[src/rtl/adc_frame_pkg.sv]
package adc_frame_pkg;
  localparam int NUM_SLOTS  = 2;
  localparam int DEF_WORD_W = 16;
  localparam int DEF_SAMP_W = 14;
  localparam int DEF_FILL_W = 8;

  typedef enum logic [0:0] {
    SLOT_PRIM   = 1'b0,
    SLOT_INTERP = 1'b1
  } slot_e;
endpackage

[src/rtl/afr_sym_sync.sv]
module afr_sym_sync #(
  parameter int STAGES = 2
) (
  input  logic clk,
  input  logic rst,
  input  logic sym_async,
  output logic sym_rise
);
  logic [STAGES:0] chain;

  always_ff @(posedge clk) begin
    if (rst) chain <= '0;
    else     chain <= {chain[STAGES-1:0], sym_async};
  end

  assign sym_rise = chain[STAGES-1] & ~chain[STAGES];

  a_r2_rise_single: assert property (@(posedge clk) disable iff (rst)
    sym_rise |=> !sym_rise);
endmodule

[src/rtl/afr_bit_counter.sv]
module afr_bit_counter #(
  parameter int FRAME_LEN = 48,
  parameter int CNT_W     = $clog2(FRAME_LEN)
) (
  input  logic             clk,
  input  logic             rst,
  input  logic             sym_rise,
  output logic [CNT_W-1:0] pos,
  output logic             locked_now,
  output logic             edge_err
);
  localparam logic [CNT_W-1:0] LAST_POS = CNT_W'(FRAME_LEN - 1);

  logic [CNT_W-1:0] cnt;
  logic             locked;

  assign pos        = sym_rise ? '0 : cnt;
  assign locked_now = locked | sym_rise;
  assign edge_err   = sym_rise & locked & (cnt != '0);

  always_ff @(posedge clk) begin
    if (rst) begin
      cnt    <= '0;
      locked <= 1'b0;
    end else begin
      if (locked_now) cnt <= (pos == LAST_POS) ? '0 : pos + 1'b1;
      if (sym_rise)   locked <= 1'b1;
    end
  end

  a_r10_cnt_range: assert property (@(posedge clk) disable iff (rst)
    cnt < CNT_W'(FRAME_LEN));
  a_r2_idle_before_lock: assert property (@(posedge clk) disable iff (rst)
    !locked |-> cnt == '0);
endmodule

[src/rtl/afr_word_capture.sv]
module afr_word_capture #(
  parameter int WORD_W   = 16,
  parameter int SAMPLE_W = 14,
  parameter int START    = 0,
  parameter int CNT_W    = 6
) (
  input  logic                clk,
  input  logic                rst,
  input  logic                ser_in,
  input  logic [CNT_W-1:0]    pos,
  input  logic                locked,
  input  logic                en,
  output logic [SAMPLE_W-1:0] sample,
  output logic [WORD_W-1:0]   sext,
  output logic                valid
);
  localparam int LAST  = START + WORD_W - 1;
  localparam int EXT_W = WORD_W - SAMPLE_W;

  logic [WORD_W-2:0]   sh;
  logic [WORD_W-1:0]   word;
  logic [SAMPLE_W-1:0] field;
  logic                in_word, at_last;

  assign in_word = locked && (int'(pos) >= START) && (int'(pos) <= LAST);
  assign at_last = locked && (int'(pos) == LAST);
  assign word    = {sh, ser_in};
  assign field   = word[WORD_W-1 -: SAMPLE_W];

  always_ff @(posedge clk) begin
    if (rst) begin
      sh     <= '0;
      sample <= '0;
      sext   <= '0;
      valid  <= 1'b0;
    end else begin
      if (in_word) sh <= word[WORD_W-2:0];
      valid <= at_last & en;
      if (at_last && en) begin
        sample <= field;
        sext   <= {{EXT_W{field[SAMPLE_W-1]}}, field};
      end
    end
  end

  a_r3_valid_pulse: assert property (@(posedge clk) disable iff (rst)
    valid |=> !valid);
  a_r4_valid_needs_en: assert property (@(posedge clk) disable iff (rst)
    valid |-> $past(en));
  a_r2_valid_needs_lock: assert property (@(posedge clk) disable iff (rst)
    valid |-> $past(locked));
  a_r4_hold_when_idle: assert property (@(posedge clk) disable iff (rst)
    !valid |-> $stable(sample));
endmodule

[src/rtl/afr_fill_check.sv]
module afr_fill_check #(
  parameter int WORD_W   = 16,
  parameter int SAMPLE_W = 14,
  parameter int FILL_W   = 8,
  parameter int SLOTS    = 2,
  parameter int CNT_W    = 6
) (
  input  logic             ser_in,
  input  logic [CNT_W-1:0] pos,
  input  logic             locked,
  output logic             bit_err
);
  localparam int SLOT_LEN = WORD_W + FILL_W;

  logic bad;

  always_comb begin
    bad = 1'b0;
    for (int s = 0; s < SLOTS; s++) begin
      if (int'(pos) >= s*SLOT_LEN + SAMPLE_W && int'(pos) < s*SLOT_LEN + WORD_W && ser_in)
        bad = 1'b1;
      if (int'(pos) >= s*SLOT_LEN + WORD_W && int'(pos) < (s+1)*SLOT_LEN && !ser_in)
        bad = 1'b1;
    end
  end

  assign bit_err = locked & bad;
endmodule

[src/rtl/adc_frame_rx.sv]
module adc_frame_rx
  import adc_frame_pkg::*;
#(
  parameter int WORD_W      = DEF_WORD_W,
  parameter int SAMPLE_W    = DEF_SAMP_W,
  parameter int FILL_W      = DEF_FILL_W,
  parameter int SYNC_STAGES = 2
) (
  input  logic                clk,
  input  logic                rst,
  input  logic                sym_clk,
  input  logic                ser_in,
  input  logic                interp_en,
  input  logic                err_clr,
  output logic [SAMPLE_W-1:0] prim_sample,
  output logic [WORD_W-1:0]   prim_sext,
  output logic                prim_valid,
  output logic [SAMPLE_W-1:0] interp_sample,
  output logic [WORD_W-1:0]   interp_sext,
  output logic                interp_valid,
  output logic                frame_err
);
  localparam int SLOT_LEN  = WORD_W + FILL_W;
  localparam int FRAME_LEN = NUM_SLOTS * SLOT_LEN;
  localparam int CNT_W     = $clog2(FRAME_LEN);

  logic             sym_rise, locked_now, edge_err, bit_err;
  logic [CNT_W-1:0] pos;

  logic [SAMPLE_W-1:0] smp  [NUM_SLOTS];
  logic [WORD_W-1:0]   sxt  [NUM_SLOTS];
  logic                vld  [NUM_SLOTS];

  afr_sym_sync #(.STAGES(SYNC_STAGES)) u_sync (
    .clk(clk), .rst(rst), .sym_async(sym_clk), .sym_rise(sym_rise)
  );

  afr_bit_counter #(.FRAME_LEN(FRAME_LEN), .CNT_W(CNT_W)) u_cnt (
    .clk(clk), .rst(rst), .sym_rise(sym_rise),
    .pos(pos), .locked_now(locked_now), .edge_err(edge_err)
  );

  for (genvar s = 0; s < NUM_SLOTS; s++) begin : g_slot
    logic slot_en;
    assign slot_en = (s == int'(SLOT_PRIM)) ? 1'b1 : interp_en;

    afr_word_capture #(
      .WORD_W(WORD_W), .SAMPLE_W(SAMPLE_W),
      .START(s * SLOT_LEN), .CNT_W(CNT_W)
    ) u_cap (
      .clk(clk), .rst(rst), .ser_in(ser_in), .pos(pos),
      .locked(locked_now), .en(slot_en),
      .sample(smp[s]), .sext(sxt[s]), .valid(vld[s])
    );
  end

  afr_fill_check #(
    .WORD_W(WORD_W), .SAMPLE_W(SAMPLE_W), .FILL_W(FILL_W),
    .SLOTS(NUM_SLOTS), .CNT_W(CNT_W)
  ) u_chk (
    .ser_in(ser_in), .pos(pos), .locked(locked_now), .bit_err(bit_err)
  );

  always_ff @(posedge clk) begin
    if (rst)                      frame_err <= 1'b0;
    else if (bit_err || edge_err) frame_err <= 1'b1;
    else if (err_clr)             frame_err <= 1'b0;
  end

  assign prim_sample   = smp[SLOT_PRIM];
  assign prim_sext     = sxt[SLOT_PRIM];
  assign prim_valid    = vld[SLOT_PRIM];
  assign interp_sample = smp[SLOT_INTERP];
  assign interp_sext   = sxt[SLOT_INTERP];
  assign interp_valid  = vld[SLOT_INTERP];

  a_r9_sticky: assert property (@(posedge clk) disable iff (rst)
    frame_err && !err_clr |=> frame_err);
  a_r6_r7_bit_err_flags: assert property (@(posedge clk) disable iff (rst)
    bit_err |=> frame_err);
  a_r8_edge_err_flags: assert property (@(posedge clk) disable iff (rst)
    edge_err |=> frame_err);
  a_r3_slots_exclusive: assert property (@(posedge clk) disable iff (rst)
    !(prim_valid && interp_valid));
endmodule

[config.mk]
export PLATFORM = sky130hd
export DESIGN_NAME = adc_frame_rx
export DESIGN_NICKNAME = d
export VERILOG_FILES = /design/src/rtl/adc_frame_pkg.sv /design/src/rtl/afr_sym_sync.sv /design/src/rtl/afr_bit_counter.sv /design/src/rtl/afr_word_capture.sv /design/src/rtl/afr_fill_check.sv /design/src/rtl/adc_frame_rx.sv
export SDC_FILE = /design/constraint.sdc
export NUM_CORES = 1
export LEC_CHECK = 0
export ABC_AREA = 1
export ABC_CLOCK_PERIOD_IN_PS = 2000
export BUFFER_PORTS_ARGS = -buffer_cell sky130_fd_sc_hd__buf_4
export CAP_MARGIN = 25
export CORE_MARGIN = 8
export CORE_UTILIZATION = 45
export DETAILED_ROUTE_END_ITERATION = 16
export GPL_TIMING_DRIVEN = 0
export PLACE_DENSITY = 0.73
export SLEW_MARGIN = 20
export SYNTH_ARGS = -nofsm -noshare
export SYNTH_HDL_FRONTEND = slang
export SYNTH_SLANG_ARGS = --single-unit
[constraint.sdc]
create_clock -name clk -period 2 [get_ports clk]
set_input_delay 0.1 -clock clk [delete_from_list [all_inputs] [get_ports clk]]
set_output_delay 0.1 -clock clk [all_outputs]
set_load 0.01 [all_outputs]
# [Word level (Yosys, flattened, before mapping)]
# Index checks and enable logic that the tools add are counted.
[totals] regBits=99 output_inout_bits=63
[classes] n_reduce_logical=18 n_bitwise=7 addsub=1 eq_ne=3 n_mux=8 magnitude_cmp=11
[ops] operator="$logic_and A1 B1 Y1" n=14
[ops] operator="$eq A6 B6 Y1 const B" n=2
[ops] operator="$ge A6 B5 Y1 const B" n=2
[ops] operator="$ge A6 B6 Y1 const B" n=2
[ops] operator="$lt A6 B5 Y1 const B" n=2
[ops] operator="$lt A6 B6 Y1 const B" n=2
[ops] operator="$mux W6" n=2
[ops] operator="$add A6 B1 Y6 const B" n=1
[ops] operator="$eq A6 B5 Y1 const B" n=1
[ops] operator="$ge A6 B4 Y1 const B" n=1
[ops] operator="$le A6 B4 Y1 const B" n=1
[ops] operator="$le A6 B6 Y1 const B" n=1
[ops] operator="$mux W1" n=6
[ops] operator="$reduce_bool A6 Y1" n=1
[ops] operator="$and A1 B1 Y1" n=5
[ops] operator="$reduce_bool A2 Y1" n=1
[ops] operator="$logic_not A1 Y1" n=1
[ops] operator="$logic_or A1 B1 Y1" n=1
[ops] operator="$not A1 Y1" n=1
[ops] operator="$or A1 B1 Y1" n=1

# [Logic depth before layout (Yosys ltp)]
# Gate-level depths: netlist (run 1).
[depth] ltp_word=13 ltp_mapped=12 ltp_nobuf=12

# [Cells and area by module]
# A second synthesis (run 1) with hierarchy kept.
[unflattened] hier_cells=478 hier_area_um2=3435.8
[by_module_without_submodules] mod="afr_word_capture (g_slot[1].u_cap)" cells_per_inst=217 instances=1 seq_area_each_um2=600.6 area_per_inst_um2=1440.1
[by_module_without_submodules] mod="afr_word_capture (g_slot[0].u_cap)" cells_per_inst=168 instances=1 seq_area_each_um2=600.6 area_per_inst_um2=1396.3
[by_module_without_submodules] mod="afr_bit_counter" cells_per_inst=62 instances=1 seq_area_each_um2=140.1 area_per_inst_um2=409.1
[by_module_without_submodules] mod="afr_sym_sync" cells_per_inst=10 instances=1 seq_area_each_um2=60.1 area_per_inst_um2=86.3
[by_module_without_submodules] mod="afr_fill_check" cells_per_inst=15 instances=1 seq_area_each_um2=0.0 area_per_inst_um2=63.8
[by_module_without_submodules] mod="adc_frame_rx" cells_per_inst=6 instances=1 seq_area_each_um2=20.0 area_per_inst_um2=40.0

# [Worst setup path after synthesis (run 1)]
# Ideal clock, no wire load.
[synth_path] path_type="register to register" startpoint="register u_sync.chain[2]" endpoint="register g_slot[0].u_cap.sample[2]" t_arrival_ps=1459 setup_ps=116 setup_slack_ps=425 stages_incl_launch_ff=12 period_less_slack_ps=1575 path_cell_list="dfxtp_1 inv_1 nand2_1 nand2_1 inv_1 ha_1 nand3_1 nor2_4 inv_2 buf_6 nor2_1 nor2_1"
[synth_between] elab_chain_len=5
[synth_lines] item="start: declaration" line="afr_sym_sync.sv:9" text="logic [STAGES:0] chain;"
[synth_lines] item="start signal: assignment" line="afr_sym_sync.sv:13" text="else chain <= {chain[STAGES-1:0], sym_async};"
[synth_lines] item="$not A1 Y1 (*)" line="afr_sym_sync.sv:16" text="assign sym_rise = chain[STAGES-1] & ~chain[STAGES];"
[synth_lines] item="$and A1 B1 Y1 (*)" line="afr_sym_sync.sv:16"
[synth_lines] item="$mux W6" line="afr_bit_counter.sv:17" text="assign pos = sym_rise ? '0 : cnt;"
[synth_lines] item="$eq A6 B5 Y1" line="afr_word_capture.sv:26" text="assign at_last = locked && (int'(pos) == LAST);"
[synth_lines] item="$logic_and A1 B1 Y1 (*)" line="afr_word_capture.sv:26"
[synth_lines] item="end signal: assignment" line="afr_word_capture.sv:40" text="sample <= field;"
[synth_lines] item="end: declaration" line="afr_word_capture.sv:13" text="output logic [SAMPLE_W-1:0] sample,"
# Every way passes the cells marked *; elsewhere a longest branch is shown, timed or not.
# A chain may end at the register's enable or synchronous reset.

# [Worst setup path in the final report (run 1)]
[layout_path] startpoint="register u_sync.chain[2]" endpoint="register g_slot[1].u_cap.sext[1]"
[layout_between] elab_chain_len=6
[layout_lines] item="$not A1 Y1 (*)" line="afr_sym_sync.sv:16"
[layout_lines] item="$and A1 B1 Y1 (*)" line="afr_sym_sync.sv:16"
[layout_lines] item="$mux W6" line="afr_bit_counter.sv:17"
[layout_lines] item="$eq A6 B6 Y1" line="afr_word_capture.sv:26"
[layout_lines] item="$logic_and A1 B1 Y1 (*)" line="afr_word_capture.sv:26"
[layout_lines] item="$logic_and A1 B1 Y1 (*)" line="afr_word_capture.sv:39" text="if (at_last && en) begin"
[layout_lines] item="end signal: assignment" line="afr_word_capture.sv:41" text="sext <= {{EXT_W{field[SAMPLE_W-1]}}, field};"
[layout_lines] item="end: declaration" line="afr_word_capture.sv:14" text="output logic [WORD_W-1:0] sext,"
# Marked as above.

==> results of run 1 <==
## cell families after synthesis
| group | count (synthesis) | share of synthesized area |
|---|---|---|
| AOI/OAI and AO/OA | 65 | 0.109 |
| buffers and inverters | 75 | 0.143 |
| xor gates and xnor gates | 1 | 0.00291 |
| and+or+nand+nor | 184 | 0.265 |
| DFF | 71 | 0.472 |
| adders and majority gates | 2 | 0.00830 |
## final cells by class
class | count | area, sq um | area share
inverter | 24 | 90.1 | 0.0237
buffer | 51 | 342 | 0.0900
multi-input combinational | 252 | 1160 | 0.306
tap | 80 | 100 | 0.0264
timing repair buffer | 69 | 523 | 0.138
sequential | 71 | 1420 | 0.375
clock inverter | 4 | 22.5 | 0.00593
clock buffer | 12 | 135 | 0.0356
## sequential cells by signal, indices dropped and copies added (netlist names)
name / flops
frame_err: 1
u_cnt.locked: 1
g_slot.u_cap.valid: 2
u_sync.chain: 3
g_slot.u_cap.sext: 14
g_slot.u_cap.sh: 30
u_cnt.cnt: 6
g_slot.u_cap.sample: 14
## placed cells by master (no fill, tap or decap)
master	synthesis	final
buf_4	34	101
nor2_1	89	89
dfxtp_1	71	71
nand2_1	54	54
o21ai_0	37	37
a21oi_1	26	26
inv_1	18	18
nand3_1	17	17
nand3b_1	14	14
clkbuf_1	8	11
clkbuf_8	0	9
buf_2	5	6
inv_2	5	5
nand2_2	4	4
clkinv_2	0	3
nor2_4	2	2
nor2_2	2	2
buf_6	2	2
nand4_1	2	2
ha_1	2	2
dlygate4sd3_1	0	2
clkinv_1	1	1
o211ai_1	1	1
xor2_1	1	1
o21ai_1	1	1
buf_1	1	1
clkinvlp_4	0	1
## metal layers
metal / GRT usage / part of all wire / vias to the layer above
li1: - / - / 1399
met1: 0.161 / 0.46 / 1171
met2: 0.229 / 0.45 / 67
met3: 0.0590 / 0.074 / 8
met4: 0.0695 / 0.014 / 0
met5: 0 / 0 / -
## where the power goes
part | internal (W) | leakage (nW) | switching (W)
clock | 0.000445 | 0.0801 | 0.000492
combinational | 0.0000536 | 1.14 | 0.000111
sequential | 0.00145 | 0.575 | 0.0000226
total | 0.00195 | 1.80 | 0.000625
## critical path: stages, from the launching register on
cell and delay, ns:
dfxtp_1 0.37, inv_1 0.05, nand2_1 0.11, nand2_1 0.13, inv_1 0.08, ha_1 0.18
nand3_1 0.11, nor2_1 0.13, nand2_2 0.11, buf_2 0.20, o21ai_0 0.20, nor2_1 0.05
## timing repair
item	CTS	global route
hold buffers	2	0
resized for setup	0	1
setup endpoints to repair	0	7
endpoints found under the hold margin	2	0
## metrics by stage
| stage | worst slack, ns | hold WS, ns | power [W] | TNS [ns] |
|---|---|---|---|---|
| 2_1_floorplan | 0.425 | 0.207 | 0.00161 | 0 |
| 3_3_place_gp | 0.213 | 0.301 | 0.00166 | 0 |
| 3_5_place_dp | 0.152 | 0.312 | 0.00166 | 0 |
| 4_1_cts | 0.126 | 0.0516 | 0.00260 | 0 |
| 5_1_grt | -0.0245 | 0.0642 | 0.00269 | -0.0555 |
| 6_report | 0.163 | 0.0582 | 0.00257 | 0 |
## worst max path at each step
| stage | start | endpoint | slack (ns) | cells past startpoint |
|---|---|---|---|---|
| 6_report | u_sync.chain[2]$_SDFF_PP0_ | g_slot[1].u_cap.sext[1]$_SDFFE_PP0P_ | 0.16 | 11 |
| 5_1_grt | u_sync.chain[2]$_SDFF_PP0_ | g_slot[1].u_cap.sext[0]$_SDFFE_PP0P_ | -0.02 | 11 |
| 4_1_cts | u_sync.chain[2]$_SDFF_PP0_ | g_slot[1].u_cap.sext[1]$_SDFFE_PP0P_ | 0.13 | 11 |
| 3_5_place_dp | u_sync.chain[2]$_SDFF_PP0_ | g_slot[1].u_cap.sext[1]$_SDFFE_PP0P_ | 0.15 | 11 |
| 3_3_place_gp | u_sync.chain[2]$_SDFF_PP0_ | g_slot[0].u_cap.sample[3]$_SDFFE_PP0P_ | 0.21 | 11 |
| 2_1_floorplan | u_sync.chain[2]$_SDFF_PP0_ | g_slot[0].u_cap.sample[2]$_SDFFE_PP0P_ | 0.43 | 11 |
==> flow_summary_export.csv, run 1 <==
group,metric,value,unit
placement,placed_cells,545,
sta,setup_viol,0,
detailed_routing,avgRoutedWirePerCell,11.7,um
grt,grt_usage,0.143,
finish,area_growth,25.9,%
logic_synthesis,synthTopCellsByCount,"nor2_1 (89), dfxtp_1 (71), nand2_1 (54), o21ai_0 (37), buf_4 (34)",
grt,grt_start_max_net_pins,12,
logic_synthesis,ys_ff_latch,71,
min_path,hold_class,"input port to register",
clocking,clockRootBuffer,"clkbuf_8",
finish,stdcell_count,563,
sta,tightest_slew,0.520,ns
clocking,clock-sinks,71,
sta,rsz0062_at_grt,"true",
setup_path,reg2reg_to,"g_slot[1].u_cap.sext[1]$_SDFFE_PP0P_",
sta,slew_headroom,0.653,
floorplanning,fp.coreArea,6640,sq um
finish,num-fill-cells,648,
logic_synthesis,yosysMostFrequentCell,"nor2_1",
sta,fin_skew,0.0112,ns
detailed_routing,antenna_left,0,
floorplanning,die_x,97.8,um
sta,slew_viol_final,0,
clocking,clkLatencyLatePin,0.34,ns
sta,fmax,0.544,GHz
power,power.leakage,1.80,nW
logic_synthesis,synth-main-ff-cell,"dfxtp_1",
run_status,status,"completed",
detailed_routing,wl,6.62,mm
power,ir_worst_vdd,338,uV
grt,overflow,0,
clocking,clk_pin_slew,0.07,ns
min_path,hp-start,"rst",
setup_path,worstReg2RegStart,"u_sync.chain[2]$_SDFF_PP0_",
setup_path,setup.worst_path.end_class,"register",
min_path,min_path_cells,2,
setup_path,crit_required,2.22,ns
logic_synthesis,syn_inst,398,
logic_synthesis,async_flop_share,0,
sta,fin_crit_sh,0.918,
detailed_routing,drtIter0Drc,104,
clocking,cts_setup_buffers,0,
clocking,cts_tree,"built",
detailed_routing,num_vias,2645,
logic_synthesis,yosysSeqAreaShare,0.472,
setup_path,ff2ff_path_depth,11,
grt,grt_pass1_wl,11.3,mm
clocking,cts_buffers,9,
finish,fin_nets,486,
clocking,clockBufferDepth,2,
logic_synthesis,synth_area,3010,sq um
clocking,h-tree-depth,3,
placement,portBuffers,67,
grt,first_global_vias,2539,
logic_synthesis,yosysWarnings,0,
finish,drive_gt1_frac,0.280,
floorplanning,die_area,9570,sq um
finish,final_util,0.571,
logic_synthesis,synth_top_cell_area_share,0.472,
placement,place_area,3620,sq um
finish,antenna_cells_inserted,0,
detailed_routing,route.detailed.drc,0,
logic_synthesis,yosys.area.top_type,"dfxtp_1",
floorplanning,io_pins,69,
setup_path,reg2reg_slack,0.16,ns
setup_path,crit_path_max_fanout,10,
sta,finalWorstPathRequiredPeriod,1.84,ns
setup_path,cp_data_arrival_time,2.06,ns
setup_path,crit_type,"register to register",
placement,gp_congestion,0.864,
floorplanning,row_count,30,
grt,antenna_found_initial,0,
logic_synthesis,syn-num-nets,406,
min_path,hold_end,"u_cnt.cnt[5]$_SDFFE_PP0P_",
detailed_routing,viasPerCell,4.70,
floorplanning,start_util,0.454,
power,p_per_area,677,nW/um^2
placement,place_hpwl,4.94,mm
logic_synthesis,synth_edf_count,0,
job,cap_violations,0,
sta,final_hold_viol_count,0,
detailed_routing,dr.pass1.iters,4,
setup_path,setup.worst_path.start_class,"register",
logic_synthesis,synthTopCellsByArea,"dfxtp_1 (47%), nor2_1 (11%), buf_4 (8.5%), nand2_1 (6.7%), o21ai_0 (6.1%)",
logic_synthesis,synth_area_per_cell,7.57,sq um
floorplanning,die_h,97.8,um
logic_synthesis,synth_cell_types,24,
finish,final_area,3790,sq um
(Power assumes the default switching activity.)
==> inputs of run 2 (changes only) <==
- CELL_PAD_IN_SITES_DETAIL_PLACEMENT: default -> 1
- CELL_PAD_IN_SITES_GLOBAL_PLACEMENT: default -> 2
- CORE_UTILIZATION: 45 -> 30
- PLACE_DENSITY: 0.73 -> 0.84
- RECOVER_POWER: default -> 25
==> flow_summary_export.csv, run 2 (same netlist as run 1, synthesis figures left out) <==
group,metric,value,unit
sta,tightest_slew,0.565,ns
finish,final_util,0.391,
floorplanning,die_x,116,um
floorplanning,io_pins,69,
detailed_routing,drtIter0Drc,83,
sta,fmax,0.558,GHz
finish,reg_top3,"g_slot.u_cap.sh (30), g_slot.u_cap.sample (14), g_slot.u_cap.sext (14)",
power,p_per_area,768,nW/um^2
finish,final_area,3820,sq um
setup_path,setup.worst_path.start_class,"register",
sta,fin_crit_sh,0.896,
placement,place_area,3680,sq um
finish,drive_gt1_frac,0.223,
power,finalPower,0.00294,W
finish,num-fill-cells,1264,
sta,slew_headroom,0.624,
power,ir_worst_vdd,278,uV
sta,setup_viol,0,
finish,fin_nets,487,
setup_path,path_delay_family,"simple AND/OR/NAND/NOR gates",
setup_path,setup.worst_path.end_class,"register",
floorplanning,die_h,116,um
floorplanning,die_area,13500,sq um
setup_path,cpMaxStageDelayCell,"dfxtp_1",
grt,grt_pass1_wl,13.5,mm
clocking,h-tree-depth,3,
finish,register_area,1420,sq um
job,cap_violations,0,
min_path,hold_class,"input port to register",
detailed_routing,dr.pass1.iters,4,
placement,place_hpwl,6.11,mm
clocking,cts_buffers,9,
setup_path,crit_required,2.24,ns
placement,pre_cts_ws,0.0656,ns
power,power.leakage,1.70,nW
setup_path,path_cells,"inv_1, nand2_1, nand2_2, inv_1, ha_1, nand3_1, nor2_1, nand2_2, buf_2, o21ai_0, nor2_1",
floorplanning,fp.coreArea,9770,sq um
setup_path,crit_path_max_fanout,10,
sta,slew_viol_final,0,
sta,final_hold_viol_count,0,
run_status,status,"completed",
floorplanning,start_util,0.308,
finish,max_flop_register,"g_slot.u_cap.sh",
detailed_routing,avgRoutedWirePerCell,13.3,um
setup_path,worst_path_largest_cell_delay,0.37,ns
sta,timing.setup.tns,0,ns
sta,final.setup.worst_slack,0.207,ns
setup_path,crit_buf_inv,3,
placement,gp_congestion,0.764,
clocking,clkLatencyLatePin,0.35,ns
sta,fin_skew,0.00974,ns
detailed_routing,route.detailed.drc,0,
detailed_routing,antenna_left,0,
grt,grt_usage,0.126,
finish,multi_input_area,1160,sq um
clocking,clockRootBuffer,"clkbuf_8",
sta,rsz0062_at_grt,"false",
grt,antenna_found_initial,0,
finish,largest_reg_flops,30,
clocking,clock-sinks,71,
sta,finalWorstPathRequiredPeriod,1.79,ns
finish,area_growth,26.9,%
placement,portBuffers,67,
setup_path,crit_type,"register to register",
clocking,clockBufferDepth,2,
grt,grt_start_max_net_pins,13,
clocking,cts_tree,"built",
setup_path,cp_data_arrival_time,2.04,ns
detailed_routing,wl,8.20,mm
finish,antenna_cells_inserted,0,
clocking,clk_pin_slew,0.08,ns
finish,layout_commonest_cell,"nor2_1",
grt,overflow,0,
floorplanning,row_count,36,
grt,first_global_vias,2748,
finish,final_cell_mix,"nor2_1 (89), buf_4 (71), dfxtp_1 (71), nand2_1 (53), clkbuf_1 (39)",
detailed_routing,num_vias,2752,
detailed_routing,viasPerCell,4.46,
-- run 2: cell types whose count changed in the layout (fill, tap and decap cells not counted), moves of 2 or more --
cell	change
clkbuf_1	+28
bufinv_16	+2
o21ai_0	-2
buf_4	-30
clkinv_2	-2
o21ai_1	+2
-- run 2: final cells by class --
class,instances,area share
timing repair buffer,70,0.109
clock inverter,5,0.0213
multi-input combinational,252,0.304
inverter,24,0.0236
buffer,51,0.0893
tap,133,0.0435
clock buffer,11,0.0370
sequential,71,0.372
-- run 2: power by group --
part	switching (W)	total, W	internal, W
registers	0.0000234	0.00147	0.00145
clock network	0.000557	0.00129	0.000737
logic	0.000120	0.000174	0.0000538
-- run 2: metal layers --
layer	track usage	up-vias	routed length, um
met5	0	-	0
met4	0.0475	0	103
met3	0.0357	9	455
met2	0.201	48	3810
li1	-	1401	-
met1	0.157	1294	3830
-- run 2: final timing paths --
| check | startpoint | to | slack, ns | depth (start not counted) |
|---|---|---|---|---|
| worst max-delay path | u_sync.chain[2]$_SDFF_PP0_ | g_slot[1].u_cap.sext[9]$_SDFFE_PP0P_ | 0.21 | 11 |
| worst min-delay path | rst | u_sync.chain[0]$_SDFF_PP0_ | 0.08 | 2 |
| worst max register to register | u_sync.chain[2]$_SDFF_PP0_ | g_slot[1].u_cap.sext[9]$_SDFFE_PP0P_ | 0.21 | 11 |
| worst min register to register | u_sync.chain[0]$_SDFF_PP0_ | u_sync.chain[1]$_SDFF_PP0_ | 0.42 | 2 |
-- run 2: through the flow --
stage | cells | hold slack [ns]
finish | 617 | 0.0756
global route | 617 | 0.0706
CTS | 616 | 0.0613
detailed placement | 598 | 0.314
global placement | 598 | 0.313
floorplan | 398 | 0.207
-- run 2: what timing repair did --
item / CTS / global route
hold endpoints to repair: 2 / 0
hold buffers: 2 / 0
setup buffers: 0 / 1
endpoints found under the setup margin: 0 / 19
resized for setup: 0 / 4
==> inputs of run 3 (changes only) <==
- ABC_CLOCK_PERIOD_IN_PS: 2000 -> default
- CORE_UTILIZATION: 30 -> 31
- CTS_BUF_LIST: default -> sky130_fd_sc_hd__clkbuf_2
- PLACE_DENSITY: 0.84 -> 0.86
==> flow_summary_export.csv, run 3 (same netlist as run 1, synthesis figures left out) <==
group,metric,value,unit
floorplanning,die_h,115,um
power,p_per_area,657,nW/um^2
grt,busiest_layer,"met2",
clocking,clockBufferDepth,2,
floorplanning,row_count,36,
sta,rsz0062_at_grt,"false",
grt,grt_use_met3,0.0343,
floorplanning,die_area,13100,sq um
sta,tightest_slew,0.562,ns
clocking,cts_tree,"built",
setup_path,startpoint,"u_sync.chain[2]$_SDFF_PP0_",
clocking,clock-sinks,71,
detailed_routing,avgRoutedWirePerCell,13.2,um
power,power.leakage,1.67,nW
placement,portBuffers,67,
sta,fmax,0.560,GHz
clocking,clk_pin_slew,0.22,ns
sta,final_hold_viol_count,0,
detailed_routing,dr.pass1.iters,4,
finish,drive_gt1_frac,0.220,
grt,grt_start_max_net_pins,13,
min_path,hold_class,"input port to register",
setup_path,crit_buf_inv,3,
detailed_routing,viasPerCell,4.45,
finish,layout_commonest_cell,"nor2_1",
min_path,hp-start,"interp_en",
grt,grt_usage,0.131,
setup_path,setup.worst_path.start_class,"register",
clocking,clockRootBuffer,"clkbuf_2",
job,cap_violations,0,
sta,setup_viol,0,
detailed_routing,num_vias,2757,
placement,gp_congestion,0.770,
setup_path,path_delay_family,"simple AND/OR/NAND/NOR gates",
sta,slew_viol_final,0,
finish,final_util,0.390,
grt,antenna_found_initial,0,
setup_path,crit_required,2.39,ns
finish,antenna_cells_inserted,0,
setup_path,setup.worst_path.end_class,"register",
detailed_routing,wl,8.16,mm
grt,first_global_vias,2781,
run_status,status,"completed",
floorplanning,start_util,0.314,
floorplanning,io_pins,69,
power,ir_worst_vdd,202,uV
grt,use_met1,0.158,
finish,final_cell_mix,"nor2_1 (89), buf_4 (73), dfxtp_1 (70), nand2_1 (54), clkbuf_1 (38)",
setup_path,reg2reg_slack,0.22,ns
detailed_routing,drtIter0Drc,91,
finish,area_growth,24.1,%
detailed_routing,antenna_left,0,
sta,fin_skew,0.0319,ns
grt,grt_pass1_wl,13.6,mm
finish,reg_top3,"g_slot.u_cap.sh (30), g_slot.u_cap.sample (14), g_slot.u_cap.sext (14)",
setup_path,worstReg2RegStart,"u_sync.chain[2]$_SDFF_PP0_",
placement,place_hpwl,6.09,mm
clocking,clkLatencyLatePin,0.50,ns
grt,use_met2,0.212,
sta,fin_crit_sh,0.892,
finish,max_flop_register,"g_slot.u_cap.sh",
setup_path,cpMaxStageDelayCell,"dfxtp_2",
sta,slew_headroom,0.625,
setup_path,crit_path_max_fanout,10,
sta,timing.setup.tns,0,ns
floorplanning,die_x,115,um
setup_path,worst_path_largest_cell_delay,0.39,ns
setup_path,cp_data_arrival_time,2.18,ns
grt,overflow,0,
finish,fin_nets,490,
power,finalPower,0.00246,W
finish,final_area,3740,sq um
placement,place_area,3680,sq um
setup_path,path_cells,"inv_1, nand2_1, nand2_2, inv_1, ha_1, nand3_1, nor2_1, nand2_2, buf_2, o21ai_0, nor2_1",
detailed_routing,route.detailed.drc,0,
clocking,h-tree-depth,3,
floorplanning,fp.coreArea,9590,sq um
setup_path,crit_type,"register to register",
clocking,cts_buffers,9,
sta,finalWorstPathRequiredPeriod,1.78,ns
finish,largest_reg_flops,30,
run 3: cell type report:
cell class | instances | area (sq um)
Tap cell | 133 | 166
Buffer | 51 | 340
Inverter | 24 | 90.1
Sequential cell | 71 | 1420
Clock buffer | 9 | 45.0
Multi-Input combinational cell | 252 | 1160
Timing Repair Buffer | 73 | 452
Clock inverter | 6 | 62.6
Fill cell | 1253 | 5850
run 3: what timing repair did:
action,4_1_cts,5_1_grt
endpoints found under the hold margin,11,0
setup endpoints to repair,0,20
hold buffers,5,0
buffers inserted,0,1
resized for setup,0,4
run 3: power breakdown:
group / total [W] / internal (W) / switching, W
Sequential: 0.00147 / 0.00145 / 0.0000235
Clock: 0.000805 / 0.000277 / 0.000528
Combinational: 0.000178 / 0.0000570 / 0.000121
Total: 0.00246 / 0.00179 / 0.000673
run 3: worst reg2reg max path, stage by stage, from the launching register on:
cell	delay, ns
dfxtp_2	0.39
inv_1	0.04
nand2_1	0.13
nand2_2	0.10
inv_1	0.06
ha_1	0.18
nand3_1	0.11
nor2_1	0.13
nand2_2	0.12
buf_2	0.20
o21ai_0	0.18
nor2_1	0.05
run 3: path summary, 6_finish.rpt:
check / endpoint / cells after the start
min: g_slot[1].u_cap.sext[7]$_SDFFE_PP0P_ / 6
min reg2reg: u_sync.chain[1]$_SDFF_PP0_ / 2
max reg2reg: g_slot[1].u_cap.sext[2]$_SDFFE_PP0P_ / 11
max: g_slot[1].u_cap.sext[2]$_SDFFE_PP0P_ / 11
run 3: routing by layer:
layer,vias to the layer above,share of wire
li1,1403,-
met1,1290,0.46
met2,51,0.47
met3,13,0.054
met4,0,0.019
met5,-,0
run 3: per-stage QoR:
step / instances / hold slack [ns] / setup slack (ns)
3_5_place_dp: 598 / 0.312 / 0.0820
5_1_grt: 619 / 0.0856 / 0.0211
6_report: 619 / 0.117 / 0.216
2_1_floorplan: 398 / 0.207 / 0.425
3_3_place_gp: 598 / 0.314 / 0.135
4_1_cts: 618 / 0.101 / 0.0540
